$ cat src/rtl/par3_fir_pkg.sv
// Package: shared constants and width helpers for the three-lane block FIR.
// Assumes two's complement samples and coefficients of equal width.
package par3_fir_pkg;

    // Number of samples handled per clock.
    localparam int LANES = 3;

    // Number of taps; the window spans LANES + TAPS - 1 samples.
    localparam int TAPS  = 3;

    // Width of a full-precision result for a given sample width.
    function automatic int acc_width(input int sw);
        return 2 * sw + 2;
    endfunction

endpackage

$ cat src/rtl/par3_fir_hist.sv
// Module: par3_fir_hist
// Holds lanes 1 and 2 of the last accepted block so that the next block
// can form its cross-block terms. Loads only when the block is valid.
// Assumes a synchronous active-low reset that clears the history to zero.
module par3_fir_hist #(
    parameter int SW = 8
) (
    input  logic                 clk,
    input  logic                 rst_n,
    input  logic                 load,
    input  logic signed [SW-1:0] lane_mid,
    input  logic signed [SW-1:0] lane_new,
    output logic signed [SW-1:0] hist_mid,
    output logic signed [SW-1:0] hist_new
);

    // Capture the two newest samples of each accepted block.
    always_ff @(posedge clk) begin
        if (!rst_n) begin
            hist_mid <= '0;
            hist_new <= '0;
        end else if (load) begin
            hist_mid <= lane_mid;
            hist_new <= lane_new;
        end
    end

endmodule

$ cat src/rtl/par3_fir_mac.sv
// Module: par3_fir_mac
// Combinational three-term multiply-add for one output lane:
// CA*s_cur + CB*s_d1 + CC*s_d2, computed at full precision.
// Assumes OW >= 2*SW+2, so that three signed products cannot overflow.
module par3_fir_mac #(
    parameter int SW     = 8,
    parameter int OW     = 18,
    parameter int COEF_A = 1,
    parameter int COEF_B = 0,
    parameter int COEF_C = 0
) (
    input  logic signed [SW-1:0] s_cur,
    input  logic signed [SW-1:0] s_d1,
    input  logic signed [SW-1:0] s_d2,
    output logic signed [OW-1:0] acc
);

    localparam int PW = 2 * SW;
    localparam logic signed [SW-1:0] CA = COEF_A[SW-1:0];
    localparam logic signed [SW-1:0] CB = COEF_B[SW-1:0];
    localparam logic signed [SW-1:0] CC = COEF_C[SW-1:0];

    logic signed [PW-1:0] prod_a;
    logic signed [PW-1:0] prod_b;
    logic signed [PW-1:0] prod_c;

    // Form the three products at double width.
    always_comb begin
        prod_a = PW'(s_cur) * PW'(CA);
        prod_b = PW'(s_d1)  * PW'(CB);
        prod_c = PW'(s_d2)  * PW'(CC);
    end

    // Sign-extend and sum; the first add and the second add form the tree.
    always_comb begin
        acc = OW'(prod_a) + OW'(prod_b) + OW'(prod_c);
    end

endmodule

$ cat src/rtl/par3_fir_outreg.sv
// Module: par3_fir_outreg
// Result register for all lanes plus the output valid flag.
// Lanes load on a valid block and hold otherwise; valid follows the input
// strobe by one clock. Synchronous active-low reset clears everything.
module par3_fir_outreg #(
    parameter int OW    = 18,
    parameter int LANES = 3
) (
    input  logic                       clk,
    input  logic                       rst_n,
    input  logic                       load,
    input  logic [LANES-1:0][OW-1:0]   lane_d,
    output logic [LANES-1:0][OW-1:0]   lane_q,
    output logic                       valid_q
);

    // Register the lane results when a block is accepted.
    always_ff @(posedge clk) begin
        if (!rst_n) begin
            lane_q <= '0;
        end else if (load) begin
            lane_q <= lane_d;
        end
    end

    // Delay the valid strobe by one clock.
    always_ff @(posedge clk) begin
        if (!rst_n) begin
            valid_q <= 1'b0;
        end else begin
            valid_q <= load;
        end
    end

endmodule

$ cat src/rtl/par3_fir.sv
// Module: par3_fir (top)
// Three-lane block FIR: three samples in and three results out per clock.
// The sample window is {hist_mid, hist_new, x0, x1, x2}. Lane g uses window
// entries g+2, g+1 and g as its current, one-back and two-back samples.
// Assumes the coefficients fit in SW signed bits.
module par3_fir
    import par3_fir_pkg::*;
#(
    parameter int SW     = 8,
    parameter int OW     = acc_width(SW),
    parameter int COEF_A = 2,
    parameter int COEF_B = -3,
    parameter int COEF_C = 5
) (
    input  logic                 clk,
    input  logic                 rst_n,
    input  logic                 in_valid,
    input  logic signed [SW-1:0] x0,
    input  logic signed [SW-1:0] x1,
    input  logic signed [SW-1:0] x2,
    output logic                 out_valid,
    output logic signed [OW-1:0] y0,
    output logic signed [OW-1:0] y1,
    output logic signed [OW-1:0] y2
);

    localparam int WIN = LANES + TAPS - 1;

    logic signed [SW-1:0]       hist_mid;
    logic signed [SW-1:0]       hist_new;
    logic signed [SW-1:0]       win [WIN];
    logic [LANES-1:0][OW-1:0]   lane_sum;
    logic [LANES-1:0][OW-1:0]   lane_reg;

    // History of the previous block's last two samples.
    par3_fir_hist #(.SW(SW)) u_hist (
        .clk      (clk),
        .rst_n    (rst_n),
        .load     (in_valid),
        .lane_mid (x1),
        .lane_new (x2),
        .hist_mid (hist_mid),
        .hist_new (hist_new)
    );

    // Assemble the sliding sample window, oldest first.
    always_comb begin
        win[0] = hist_mid;
        win[1] = hist_new;
        win[2] = x0;
        win[3] = x1;
        win[4] = x2;
    end

    // One replicated multiply-add tree per output lane.
    for (genvar g = 0; g < LANES; g++) begin : g_lane
        logic signed [OW-1:0] acc;

        par3_fir_mac #(
            .SW     (SW),
            .OW     (OW),
            .COEF_A (COEF_A),
            .COEF_B (COEF_B),
            .COEF_C (COEF_C)
        ) u_mac (
            .s_cur (win[g+2]),
            .s_d1  (win[g+1]),
            .s_d2  (win[g]),
            .acc   (acc)
        );

        assign lane_sum[g] = acc;
    end

    // Output register stage.
    par3_fir_outreg #(.OW(OW), .LANES(LANES)) u_out (
        .clk     (clk),
        .rst_n   (rst_n),
        .load    (in_valid),
        .lane_d  (lane_sum),
        .lane_q  (lane_reg),
        .valid_q (out_valid)
    );

    // Drive the signed output ports from the lane register.
    always_comb begin
        y0 = lane_reg[0];
        y1 = lane_reg[1];
        y2 = lane_reg[2];
    end

endmodule

$ cat config.mk
export PLATFORM = sky130hd
export DESIGN_NAME = par3_fir
export DESIGN_NICKNAME = d
export VERILOG_FILES = /design/src/rtl/par3_fir_pkg.sv /design/src/rtl/par3_fir_hist.sv /design/src/rtl/par3_fir_mac.sv /design/src/rtl/par3_fir_outreg.sv /design/src/rtl/par3_fir.sv
export SDC_FILE = /design/constraint.sdc
export NUM_CORES = 1
export LEC_CHECK = 0
export ABC_AREA = 1
export BUFFER_PORTS_ARGS = -buffer_cell sky130_fd_sc_hd__buf_2
export CAP_MARGIN = 20
export CELL_PAD_IN_SITES_DETAIL_PLACEMENT = 0
export CELL_PAD_IN_SITES_GLOBAL_PLACEMENT = 2
export CORE_MARGIN = 2
export CORE_UTILIZATION = 37
export DETAILED_ROUTE_END_ITERATION = 8
export HOLD_SLACK_MARGIN = 0.1
export PLACE_DENSITY_LB_ADDON = 0.1
export SETUP_SLACK_MARGIN = 0.3
export SYNTH_ARGS = -nofsm -noshare
export SYNTH_HDL_FRONTEND = slang
export SYNTH_SLANG_ARGS = --single-unit
$ cat constraint.sdc
create_clock -name clk -period 6.8 [get_ports clk]
set_input_delay 2.04 -clock clk [delete_from_list [all_inputs] [get_ports clk]]
set_output_delay 2.04 -clock clk [all_outputs]
set_load 0.05 [all_outputs]
Word level (Yosys, flattened, before mapping)

Index checks and enable logic that the tools add are counted.

Register bits after elaboration: 71
Input port bits: 27
Output and inout port bits: 55
Word-level logic and storage cells: 18

Add/subtract/negate cells: 6
Multiply operators: 6

Operators with widths:

| cell                                              | count |
|---|---|
| adder 12 x 12 -> 13 bit                           | 3 |
| adder 9 x 11 -> 12 bit                            | 3 |
| multiplier 8 x 4 -> 12 bit, second input constant | 3 |
| multiplier 8 x 3 -> 11 bit, second input constant | 3 |

Logic depth before layout (Yosys ltp)

Gate-level depths: netlist of run 1.

Word-level depth: 3
Gate-level depth with buffers: 18
Gate-level depth less buffers: 18

By module

From an unflattened synthesis of run 1, not the netlist that was laid out.

Cells, all modules: 1143
Area, all modules: 7886.3 µm²

By module, submodules not included:

| module                             | times used | cells an instance | area each (µm²) |
|---|---|---|---|
| par3_fir_mac (g_lane[0].u_mac ...) | 2          | 232               | 1660.3 |
| par3_fir_outreg                    | 1          | 345               | 2227.1 |
| par3_fir_mac (g_lane[2].u_mac)     | 1          | 233               | 1664.1 |
| par3_fir_hist                      | 1          | 101               | 674.4 |

Least setup slack after synthesis of run 1

Ideal clock, no wire load.

Kind: input to register
Start point: input port x1[5]
End point: register u_out.lane_q[44] (netlist bit)
Setup time: 0.109 ns
Arrival: 4.913 ns
Setup slack: 1.778 ns
Cell stages on the path: 18
Buffers on the path: 0
Cell sequence: inv_1 -> ha_1 -> fa_1 -> fa_1 -> inv_1 -> fa_1 -> inv_1 -> ha_1 -> nand2_1 -> inv_1 -> nand2_1 -> nand2_1 -> inv_1 -> nand2_1 -> xnor2_1 -> nand2_1 -> nand2_1 -> inv_1

Cells in the longest elaborated chain, start to end: 3

RTL lines:

| item                       | RTL line              | source |
|---|---|---|
| start: declaration         | par3_fir.sv:19        | `input logic signed [SW-1:0] x1,` |
| multiplier 8 x 3 -> 11 bit | par3_fir_mac.sv:30    | `prod_b = PW'(s_d1) * PW'(CB);` |
| adder 9 x 11 -> 12 bit     | par3_fir_mac.sv:36    | `acc = OW'(prod_a) + OW'(prod_b) + OW'(prod_c);` |
| adder 12 x 12 -> 13 bit    | par3_fir_mac.sv:36    |  |
| end signal: assignment     | par3_fir_outreg.sv:22 | `lane_q <= lane_d;` |
| end: declaration           | par3_fir_outreg.sv:13 | `output logic [LANES-1:0][OW-1:0] lane_q,` |

No other way between the ends.
A chain may end at the register's enable or synchronous reset.

Worst setup path in the final report of run 1

Start point: input port x1[5]
End point: register u_out.lane_q[47] (netlist bit)

Same word-level chain as after synthesis.

==> parameters.txt, run 1 <==
Parameter                              Value

STA
  Worst-margin pin slew    821 ps
  Hold WS    510 ps
  Setup_tns    0 ps
  Final Cycle Share    74.7%
  Post-Route Skew    6.45 ps
  Slew Viols, Final    0
  Fin worst setup slack    1720 ps
  Final setup vio count    0
  Worst slew slack as a fraction of its limit    45.2%
  RSZ-0062 raised after global routing    no
  Top achievable clock speed    197 MHz
  Endpoints failing hold    0
  Minimum period implied by the final worst setup slack    5080 ps

Yosys
  Largest family of logic cells by synthesized area    adder cells
  Unique cell type count in the Yosys netlist    21
  Share of synthesized cell area in and, or, nand and nor gates    19.2%
  Synthesized cell area    6890 µm²
  Average instance area after synthesis    7.37 µm²
  Synthesized-area fraction occupied by ao, oa, aoi and oai cells    5.85%
  Post-Syn Nets    1135
  Post-synthesis instance total    935
  Multiplexer area fraction after synthesis    0%
  Synth Area in Adders    39.4%
  Post-synthesis sequential area ratio    16.3%
  Parity-gate share of the synthesized area counting xor and xnor cells    2.67%
  Number of storage elements in the synthesis netlist    56
  Yosys warning total    0

Global route
  Sum of overflow across all layers after global routing    0
  Number of global-route vias before repair    5540
  Pin count of the biggest net entering global routing    61
  Global-route wire length before repair    28800 µm
  Aggregate global-route resource usage    18.6%
  Initial antenna violation count    0

Detailed routing
  Number of vias per cell    4.48
  DR vias    5482
  Number of routed nets with antenna violations    0
  Drc violations    0
  Number of DRC markers after the initial detailed-route iteration    159
  Detailed Routing Iterations Pass 1    4
  Average routed wire per standard cell    14.1 µm
  Drt total wl    17300 µm

Placed design
  Routability congestion estimate    0.786
  Buffers added on ports    81
  Post-Place Setup Slack    1340 ps
  Count of placed standard cells including taps    1215
  HPWL after DPL    14200 µm

Critical path
  Arr. time, crit path    5310 ps
  Number of buffers and inverters on the critical path    5
  Data required time at the worst endpoint    7020 ps
  Cell type with the highest occurrence count on the critical path    inv_1
  Critical register-to-register path startpoint    u_hist.hist_new[5]
  Critical path depth    16
  Type of element launching the critical path    input port
  Slowest cell on the critical path    fa_1
  Worst Path Max Fanout    5
  Crit-path leading delay family    adder cells
  Count of cells along the worst register-to-register path    18
  Worst setup endpoint    u_out.lane_q[47]
  Capturing point of the worst reg2reg path    u_out.lane_q[8]
  CP Class    in2reg
  CP max stage delay    550 ps
  Reg2Reg Setup Slack    2920 ps
  Cell Chain, Critical Path    buf_2, inv_1, ha_1, fa_1, fa_1, inv_1, fa_1, inv_1, ha_1, nand2_1, nor2_1, nand3_1, nand4_1, nand3_1, nand2_1, inv_1
  Sort of element at the end of the critical path    register
  Startpoint of the most critical setup path    x1[5]

CTS
  Clock Pin Slew Worst Setup and Hold Paths    90 ps
  Count of hold buffers inserted by post-cts repair    0
  Clock sinks    56
  Gates resized, CTS repair    0
  Root buffer cell    clkbuf_16
  Number of buffers inserted during clock tree synthesis    5
  Clock Latency Late Sink    320 ps
  TritonCTS clock tree    done
  Max Root-Sink Buffers    2
  Post-CTS setup buffer count    0
  Deepest level of the CTS H-tree    2

Cells and area
  Area of all sequential standard cells    1120 µm²
  Non-filler instance count after layout    1223
  Nets    1193
  Layout area overhead    10.0%
  Number of diodes    0
  Filler cell count    1949
  Share of cells above drive strength 1    9.66%
  Multi-input gate area in the final layout    4620 µm²

Die
  I/O pin count    82
  Core Footprint    18100 µm²
  Chip height    140 µm
  Initial cell density of the core    38.1%
  Die Footprint    19700 µm²
  Site Rows    49
  Die W    140 µm

Flow run
  Count of max-cap constraint violations    0

Run status
  Run status    finished, final reports clean

Min path
  Hold crit path type    reg2reg

Power
  Power per unit of standard cell area    369 nW/µm²
  Leak Pwr    4.50 nW
  Largest vdd supply drop    0.000135 V
  Final total power    2.79 mW
==> state kept, by name, indices dropped and copies added (netlist names) <==
| signal | count |
|---|---|
| u_hist.hist_new | 8 |
| u_hist.hist_mid | 8 |
| u_out.valid_q | 1 |
| u_out.lane_q | 39 |
==> tightest hold or removal path, delay by kind of cell (launching register included) <==
family | cells | cell delay, ps
DFF | 1 | 340
and+or+nand+nor | 1 | 70
AOI/OAI and AO/OA | 1 | 70
==> cell usage after synthesis <==
library cell | n | area share, %
a21oi_1 | 35 | 2.5
dfxtp_1 | 56 | 16
nand3_2 | 4 | 0.58
o21ai_0 | 38 | 2.8
buf_1 | 1 | 0.054
o21bai_1 | 2 | 0.22
xnor2_1 | 12 | 1.5
or2_1 | 2 | 0.18
clkbuf_1 | 8 | 0.44
ha_1 | 100 | 18
nand2_1 | 180 | 9.8
nand3_1 | 46 | 3.3
nor2_1 | 78 | 4.3
inv_1 | 253 | 14
nand3b_1 | 2 | 0.22
fa_1 | 73 | 21
a21o_1 | 3 | 0.33
buf_4 | 16 | 1.7
buf_2 | 8 | 0.58
xor2_1 | 9 | 1.1
nand4_1 | 9 | 0.82
==> metrics by stage <==
| stage | cell area (µm²) | util, % |
|---|---|---|
| 3_3_place_gp | 7410 | 41.0 |
| 5_1_grt | 7580 | 41.9 |
| 6_report | 7580 | 41.9 |
| 2_1_floorplan | 6890 | - |
| 3_5_place_dp | 7410 | 41.0 |
| 4_1_cts | 7580 | 41.9 |
==> cell usage in the layout (no fill, tap or decap), types with 12 or more instances in the layout <==
| cell | instances |
|---|---|
| dfxtp_1 | 56 |
| o21ai_0 | 38 |
| buf_2 | 81 |
| xnor2_1 | 12 |
| nor2_1 | 78 |
| nand2_1 | 180 |
| nand3_1 | 46 |
| inv_1 | 253 |
| ha_1 | 100 |
| a21oi_1 | 35 |
| fa_1 | 73 |
==> kinds of logic (layout without fill, tap and decap cells) <==
family | after synthesis | count (layout)
AO/OA/AOI/OAI | 78 | 78
XOR/XNOR | 21 | 21
AND/OR/NAND/NOR | 321 | 321
buffers and inverters | 286 | 345
flip-flops | 56 | 56
adder cells (fa/ha/maj) | 173 | 173
==> per-layer routing <==
layer  vias up  share of wire, %  track usage (%)
li1       2895                 -                -
met1      2512                51             26.8
met2        66                45             30.2
met3         9               2.8             2.32
met4         0               1.1             3.40
met5         -                 0                0
==> final cells by class <==
type	count	share of cell area, %
inverter	253	12.5
multi-input combinational	593	61.0
clock buffer	5	1.65
tap	229	3.78
sequential	56	14.8
timing repair buffer	84	5.65
clock inverter	3	0.611
==> power breakdown <==
| group | internal, mW | switching [mW] | total (mW) |
|---|---|---|---|
| Clock | 0.177 | 0.157 | 0.333 |
| Combinational | 0.681 | 1.33 | 2.01 |
| Sequential | 0.403 | 0.0498 | 0.453 |
==> worst min path at each step <==
stage | start | end | slack [ps] | cells after the start
final | u_out.lane_q[1] | u_out.lane_q[1] | 510 | 2
after global routing | u_out.lane_q[38] | u_out.lane_q[38] | 540 | 2
after CTS | u_out.lane_q[1] | u_out.lane_q[1] | 510 | 2
after detailed placement | u_out.lane_q[37] | u_out.lane_q[37] | 490 | 2
after global placement | u_out.lane_q[37] | u_out.lane_q[37] | 480 | 2
after floorplan | u_hist.hist_mid[7] | u_hist.hist_mid[7] | 510 | 2
(Power assumes the default switching activity.)
==> run 2: changes to the inputs <==
--- a/config.mk
+++ b/config.mk
@@ -11,7 +11,7 @@
 export CELL_PAD_IN_SITES_DETAIL_PLACEMENT = 0
 export CELL_PAD_IN_SITES_GLOBAL_PLACEMENT = 2
 export CORE_MARGIN = 2
-export CORE_UTILIZATION = 37
+export CORE_UTILIZATION = 35
 export DETAILED_ROUTE_END_ITERATION = 8
 export HOLD_SLACK_MARGIN = 0.1
 export PLACE_DENSITY_LB_ADDON = 0.1
==> constraint.sdc (replaced) <==
create_clock -name clk -period 5 [get_ports clk]
set_input_delay 1.5 -clock clk [delete_from_list [all_inputs] [get_ports clk]]
set_output_delay 1.5 -clock clk [all_outputs]
set_load 0.05 [all_outputs]
==> run 2 against run 1 <==
Compared with the run above:
- routed wire length rose by 0.63%
- sequential power rose by 36%
- count of clock-buffer cells in the layout did not move
- flip-flop and latch count did not move
- register-to-register slack got worse by 1800 ps
- first-iteration DRC count rose by 31%
- highest routed layer unchanged
- largest power group unchanged
- critical path type unchanged
==> parameters.txt, run 2 (same netlist as run 1, synthesis figures left out) <==
Parameter                              Value

Cells and area
  Number of diodes    0 (unchanged)
  Share of the core filled with cells in the final layout    39.6% (-2.3 points)
  Layout area overhead    11.5%
  Register with the most flip-flops    u_out.lane_q
  Leading cell type in the layout, fill and taps excluded    inv_1
  Non-filler instance count after layout    1267 (+3.6%)
  Commonest cells after routing, fill and taps aside    inv_1 (253), nand2_1 (180), ha_1 (98)
  Number of flip-flops in the largest register    39 (unchanged)
  Share of cells above drive strength 1    10.9% (+1.2 points)
  Leading registers by flop count    u_out.lane_q x39, u_hist.hist_mid x8, u_hist.hist_new x8
  Post-route standard cell area excluding fillers    7680 µm² (+1.3%)
  Nets    1201 (+0.67%)

Power
  Proportion of power drawn by combinational gates    73.4% (+1.5 points)
  Largest vdd supply drop    0.000188 V (+39%)
  Internal power contribution    1.69 mW (+34%)
  Clock group share of total power    10.2% (-1.7 points)
  Leak Pwr    4.53 nW (+0.50%)
  Switching power    2.08 mW (+36%)
  Sw Share    55.3% (+0.40 points)
  Power per unit of standard cell area    491 nW/µm² (+33%)
  Seq pwr share    16.3% (about the same)

Global route
  Pin count of the biggest net entering global routing    41 (-33%)
  Sum of overflow across all layers after global routing    0 (unchanged)
  Global-route wire length before repair    28500 µm (-0.96%)
  Number of global-route vias before repair    5562 (+0.40%)
  Initial antenna violation count    0 (unchanged)
  Aggregate global-route resource usage    17.9% (-0.69 points)

STA
  Worst-margin pin slew    861 ps (+39.9 ps)
  RSZ-0062 raised after global routing    yes
  Slew Viols, Final    0 (unchanged)
  Top achievable clock speed    223 MHz
  Minimum period implied by the final worst setup slack    4490 ps
  Final Cycle Share    89.9%
  Setup_tns    0 ps (unchanged)
  Worst slew slack as a fraction of its limit    42.5% (-2.7 points)
  Final setup vio count    0 (unchanged)
  Fin worst setup slack    506 ps (-1210 ps)
  Post-Route Skew    8.12 ps (+1.67 ps)
  Endpoints failing hold    0 (unchanged)

Run status
  Run status    finished, final reports clean

CTS
  Clock Latency Late Sink    320 ps (about the same)
  Clock sinks    56 (unchanged)
  TritonCTS clock tree    done
  Number of buffers inserted during clock tree synthesis    5 (unchanged)
  Clock Pin Slew Worst Setup and Hold Paths    80 ps (about the same)
  Max Root-Sink Buffers    2 (unchanged)
  Root buffer cell    clkbuf_16
  Deepest level of the CTS H-tree    2 (unchanged)

Min path
  Hold crit path type    reg2reg

Critical path
  Data required time at the worst endpoint    5220 ps (-1800 ps)
  Slowest cell on the critical path    fa_1
  Arr. time, crit path    4710 ps (-600 ps)
  Worst Path Max Fanout    5 (unchanged)
  Number of buffers and inverters on the critical path    5 (unchanged)
  Crit-path leading delay family    adder cells
  Cell Chain, Critical Path    buf_2, inv_1, ha_1, fa_1, fa_1, inv_1, fa_1, inv_1, ha_2, nand2_1, nor2_1, nand3_1, nand4_1, nand3_1, nand2_1, inv_1
  CP Class    in2reg
  CP max stage delay    540 ps (about the same)
  Type of element launching the critical path    input port
  Sort of element at the end of the critical path    register
  Cell type with the highest occurrence count on the critical path    inv_1

Detailed routing
  Met3 routed WL    594 µm (+21%)
  Top routing layer used    met4
  Drt total wl    17400 µm (+0.63%)
  Met2 WL    8040 µm (+2.9%)
  Number of DRC markers after the initial detailed-route iteration    208 (+31%)
  Detailed Routing Iterations Pass 1    6 (+2)
  Drc violations    0 (unchanged)
  DR vias    5572 (+1.6%)
  Average routed wire per standard cell    13.7 µm (-2.9%)
  Number of vias per cell    4.40 (-1.9%)
  Number of routed nets with antenna violations    0 (unchanged)
  Met1 wire length    8590 µm (-2.2%)

Placed design
  HPWL after DPL    14600 µm (+3.3%)
  Count of placed standard cells including taps    1259 (+3.6%)
  Placement Cell Area    7510 µm² (+1.4%)
  Buffers added on ports    81 (unchanged)
  Routability congestion estimate    0.801 (+1.9%)
  Post-Place Setup Slack    102 ps (-1240 ps)

Die
  I/O pin count    82 (unchanged)
  Die W    144 µm (+2.7%)
  Chip height    144 µm (+2.7%)
  Core Footprint    19400 µm² (+7.3%)
  Initial cell density of the core    35.5% (-2.6 points)
  Die Footprint    20800 µm² (+5.6%)
  Site Rows    51 (+4.1%)

Flow run
  Count of max-cap constraint violations    0 (unchanged)
run 2: cell count changes in the layout (fill, tap and decap cells not counted), moves of 2 or more:
cell,before,now
a21oi_2,0,2
buf_4,3,11
a21oi_1,35,33
ha_2,0,2
ha_1,100,98
run 2: area by class of cell:
class | count | area [µm²]
timing repair buffer | 92 | 490
fill | 2137 | 11700
inverter | 253 | 950
clock inverter | 3 | 23.8
clock buffer | 5 | 125
tap | 265 | 332
multi-input combinational | 593 | 4640
sequential | 56 | 1120
run 2: metrics by stage:
step | hold slack, ps | total power, mW
after floorplan | 509 | 2.80
after global placement | 482 | 3.44
after detailed placement | 482 | 3.42
after CTS | 504 | 3.83
after global routing | 533 | 4.24
final | 504 | 3.77
run 2: final timing paths:
kind                      start          endpoint  slack, ps  cells past startpoint
min reg2reg     u_out.lane_q[2]   u_out.lane_q[2]        500                      2
max                       x1[5]  u_out.lane_q[46]        510                     16
max reg2reg  u_hist.hist_new[6]  u_out.lane_q[10]       1130                     15
min             u_out.lane_q[2]   u_out.lane_q[2]        500                      2
run 2: repair_timing:
item / in CTS / in global routing
endpoints found under the setup margin: 0 / 6
resized for setup: 0 / 6
hold buffers: 0 / 0
setup buffers: 0 / 0
run 2: power groups by stage:
| stage | Combinational, mW | Clock (mW) | Sequential (mW) |
|---|---|---|---|
| global placement | 2.81 | 0 | 0.627 |
| floorplan | 1.87 | 0 | 0.934 |
| detailed placement | 2.79 | 0 | 0.627 |
| finish | 2.77 | 0.386 | 0.616 |
| global route | 3.18 | 0.420 | 0.633 |
| CTS | 2.81 | 0.410 | 0.617 |
run 2: metal layers:
| metal | GRT usage (%) | vias up |
|---|---|---|
| met5 | 0 | - |
| met4 | 3.17 | 0 |
| met3 | 2.09 | 7 |
| met2 | 29.8 | 66 |
| met1 | 25.2 | 2590 |
| li1 | - | 2909 |
run 2: worst register-to-register path: stages, from the launching register on:
cell,delay [ps]
dfxtp_1,450
inv_1,150
ha_1,340
fa_1,550
inv_1,50
fa_1,480
fa_1,540
inv_1,40
ha_1,370
nand2_1,130
nor2_1,160
nand3_1,130
nand4_1,120
nand3_1,130
nand2_1,100
inv_1,40
==> run 3: changes to the inputs <==
--- a/config.mk
+++ b/config.mk
@@ -5,13 +5,13 @@
 export SDC_FILE = /design/constraint.sdc
 export NUM_CORES = 1
 export LEC_CHECK = 0
-export ABC_AREA = 1
+export ABC_AREA = 0
 export BUFFER_PORTS_ARGS = -buffer_cell sky130_fd_sc_hd__buf_2
 export CAP_MARGIN = 20
 export CELL_PAD_IN_SITES_DETAIL_PLACEMENT = 0
 export CELL_PAD_IN_SITES_GLOBAL_PLACEMENT = 2
 export CORE_MARGIN = 2
-export CORE_UTILIZATION = 35
+export CORE_UTILIZATION = 37
 export DETAILED_ROUTE_END_ITERATION = 8
 export HOLD_SLACK_MARGIN = 0.1
 export PLACE_DENSITY_LB_ADDON = 0.1
==> run 3 against run 2 <==
Compared with the run above:
- sequential power rose by 2%
- synthesized cell count fell by 27%
- design area fell by 3.0%
- total power fell by 2.2%
- sequential share of layout area rose by 0.45 points
- non-clock buffer count rose by 20
- critical path depth fell by 2
- worst setup slack got worse by 110 ps
==> parameters.txt, run 3 <==
Parameter                              Value

Yosys
  Post-synthesis cell type with the largest combined area    fa_1
  Average instance area after synthesis    9.31 µm² (+26%)
  Post-synthesis sequential area ratio    17.6% (+1.3 points)
  Top FF cell, synth    dfxtp_1
  Unique cell type count in the Yosys netlist    36 (+71%)
  Area share of the largest cell type after synthesis    22.9% (+1.7 points)
  Post-synthesis instance total    684 (-27%)
  Fraction of registers with async set/reset    0% (unchanged)
  Top cells by instance count after synthesis    inv_1 (163), ha_1 (100), fa_1 (73), dfxtp_1 (56), nand2_1 (37)
  Top-count cell post-synth    inv_1
  Yosys warning total    0 (unchanged)
  Largest cells by area after synthesis    fa_1 (23%), ha_1 (20%), dfxtp_1 (18%)
  Synthesized cell area    6370 µm² (-7.5%)
  Post-Syn Nets    884 (-22%)
  Number of storage elements in the synthesis netlist    56 (unchanged)
  EDFF count, synth    0 (unchanged)

CTS
  Clock Pin Slew Worst Setup and Hold Paths    80 ps (about the same)
  Number of buffers inserted during clock tree synthesis    5 (unchanged)
  Max Root-Sink Buffers    2 (unchanged)
  Clock sinks    56 (unchanged)
  TritonCTS clock tree    done
  Deepest level of the CTS H-tree    2 (unchanged)
  Clock Latency Late Sink    310 ps (about the same)
  Root buffer cell    clkbuf_16

Detailed routing
  Drc violations    0 (unchanged)
  Detailed Routing Iterations Pass 1    4 (-2)
  Average routed wire per standard cell    14.7 µm (+7.5%)
  Drt total wl    14700 µm (-16%)
  Number of DRC markers after the initial detailed-route iteration    110 (-47%)
  Number of routed nets with antenna violations    0 (unchanged)
  DR vias    4739 (-15%)
  Number of vias per cell    4.76 (+8.2%)

STA
  Worst-margin pin slew    729 ps (-132 ps)
  Setup_tns    0 ps (unchanged)
  Endpoints failing hold    0 (unchanged)
  Final setup vio count    0 (unchanged)
  Top achievable clock speed    217 MHz (-2.4%)
  Slew Viols, Final    0 (unchanged)
  Worst slew slack as a fraction of its limit    51.4% (+8.9 points)
  RSZ-0062 raised after global routing    no
  Final Cycle Share    92.1% (+2.2 points)
  Post-Route Skew    7.63 ps (-0.493 ps)
  Minimum period implied by the final worst setup slack    4600 ps (+111 ps)

Placed design
  Routability congestion estimate    0.794 (-0.89%)
  HPWL after DPL    12100 µm (-17%)
  Count of placed standard cells including taps    986 (-22%)
  Buffers added on ports    81 (unchanged)

Min path
  Hold crit path type    reg2reg

Global route
  Initial antenna violation count    0 (unchanged)
  Sum of overflow across all layers after global routing    0 (unchanged)
  Number of global-route vias before repair    4944 (-11%)
  Aggregate global-route resource usage    17.0% (-0.91 points)
  Global-route wire length before repair    24100 µm (-15%)
  Pin count of the biggest net entering global routing    43 (+4.9%)

Critical path
  Sort of element at the end of the critical path    register
  Data required time at the worst endpoint    5180 ps (-40 ps)
  Worst Path Max Fanout    4 (-1)
  Crit-path leading delay family    adder cells
  CP max stage delay    550 ps (about the same)
  Cell Chain, Critical Path    buf_2, inv_1, ha_1, fa_1, inv_1, fa_1, fa_1, inv_1, ha_1, a21o_1, a31oi_2, mux2i_1, a41oi_1, o311ai_0
  Arr. time, crit path    4790 ps (+80 ps)
  Type of element launching the critical path    input port
  Number of buffers and inverters on the critical path    4 (-1)
  CP Class    in2reg
  Slowest cell on the critical path    fa_1

Power
  Final total power    3.69 mW (-2.2%)
  Switching power    1.84 mW (-12%)
  Power per unit of standard cell area    495 nW/µm² (+0.80%)
  Leak Pwr    3.94 nW (-13%)
  Internal power contribution    1.85 mW (+9.8%)
  Seq pwr share    17.0% (+0.7 points)
  Proportion of power drawn by combinational gates    70.8% (-2.6 points)
  Sw Share    49.8% (-5.5 points)
  Clock group share of total power    12.2% (+2.0 points)
  Largest vdd supply drop    0.000240 V (+28%)

Die
  Chip height    135 µm (-6.3%)
  Core Footprint    16700 µm² (-14%)
  Initial cell density of the core    38.1% (+2.6 points)
  Die Footprint    18300 µm² (-12%)
  Die W    135 µm (-6.3%)
  Site Rows    47 (-7.8%)
  I/O pin count    82 (unchanged)

Cells and area
  Commonest cells after routing, fill and taps aside    inv_1 (163), ha_1 (91), buf_2 (80)
  Number of flip-flops in the largest register    39 (unchanged)
  Number of diodes    0 (unchanged)
  Leading registers by flop count    u_out.lane_q x39, u_hist.hist_mid x8, u_hist.hist_new x8
  Non-filler instance count after layout    996 (-21%)
  Multi-input gate area in the final layout    4620 µm² (-0.38%)
  Area of all sequential standard cells    1120 µm² (unchanged)
  Filler cell count    1694 (-21%)
  Register with the most flip-flops    u_out.lane_q
  Leading cell type in the layout, fill and taps excluded    inv_1
  Layout area overhead    16.9%
  Share of cells above drive strength 1    18.6% (+7.7 points)
  Nets    975 (-19%)

Flow run
  Count of max-cap constraint violations    0 (unchanged)

Run status
  Run status    finished, final reports clean
==> run 3: cell count changes after synthesis, sizes merged, moves of 8 or more <==
cell	before	now
a21o	3	13
a21oi	35	13
a31oi	0	8
inv	253	163
mux2i	0	31
nand2	180	37
nand3	50	8
nand4	9	1
nor2	78	22
nor2b	0	31
o21ai	38	25
==> run 3: final timing paths <==
path,start,endpoint,slack (ps),cells after the start
worst min-delay path,u_out.lane_q[7],u_out.lane_q[7],450,2
worst max register to register,u_hist.hist_new[2],u_out.lane_q[11],920,13
worst max-delay path,x1[6],u_out.lane_q[47],400,14
worst min register to register,u_out.lane_q[7],u_out.lane_q[7],450,2
==> run 3: cell type report <==
cell class                      count  share of cell area, %
Clock buffer                        7                   2.05
Tap cell                          220                   3.69
Multi-Input combinational cell    437                   62.0
Inverter                          163                   8.21
Timing Repair Buffer              112                   8.60
Sequential cell                    56                   15.0
Clock inverter                      1                  0.403
==> run 3: through the flow <==
stage,worst slack [ps],hold WS [ps],util [%],cell area [µm²]
CTS,276,457,43.6,7290
finish,395,448,44.6,7450
global placement,-64.6,430,42.5,7110
global route,281,485,44.6,7450
floorplan,271,525,-,6380
detailed placement,-58.0,439,42.5,7110
==> run 3: logic make-up (layout without fill, tap and decap cells) <==
kind of cell / after synthesis / count (layout) / synth area share (%)
simple gates: 104 / 104 / 7.89
fa+ha+maj: 173 / 173 / 42.6
buf+inv: 191 / 283 / 12.4
flops: 56 / 56 / 17.6
mux: 31 / 31 / 4.87
xor+xnor: 27 / 27 / 3.71
compound gates: 102 / 102 / 11.0
==> run 3: power by group through the flow <==
| stage | registers (mW) | clock network (mW) | logic, mW |
|---|---|---|---|
| finish | 0.627 | 0.449 | 2.61 |
| global route | 0.643 | 0.484 | 2.92 |
| CTS | 0.629 | 0.471 | 2.50 |
| detailed placement | 0.638 | 0 | 2.48 |
| global placement | 0.635 | 0 | 2.47 |
| floorplan | 0.976 | 0 | 1.57 |
==> run 3: layer usage <==
metal	up-vias	share of wire, %	routed length [µm]	GRT usage (%)
met5	-	0	0	0
met3	14	3.1	454	2.39
met2	69	50	7300	30.2
met1	2306	46	6710	21.8
li1	2350	-	-	-
met4	0	1.5	221	3.99
==> run 3: tightest hold or removal path: stages (launching register included) <==
cell     delay, ps
dfxtp_1        320
nand2_1         40
o21ai_0         50
==> run 3: repair_timing <==
| item | CTS | global route |
|---|---|---|
| buffers inserted | 0 | 2 |
| pin swaps | 0 | 10 |
| gates resized for setup | 1 | 19 |
| setup endpoints to repair | 3 | 9 |
| hold buffers | 0 | 0 |
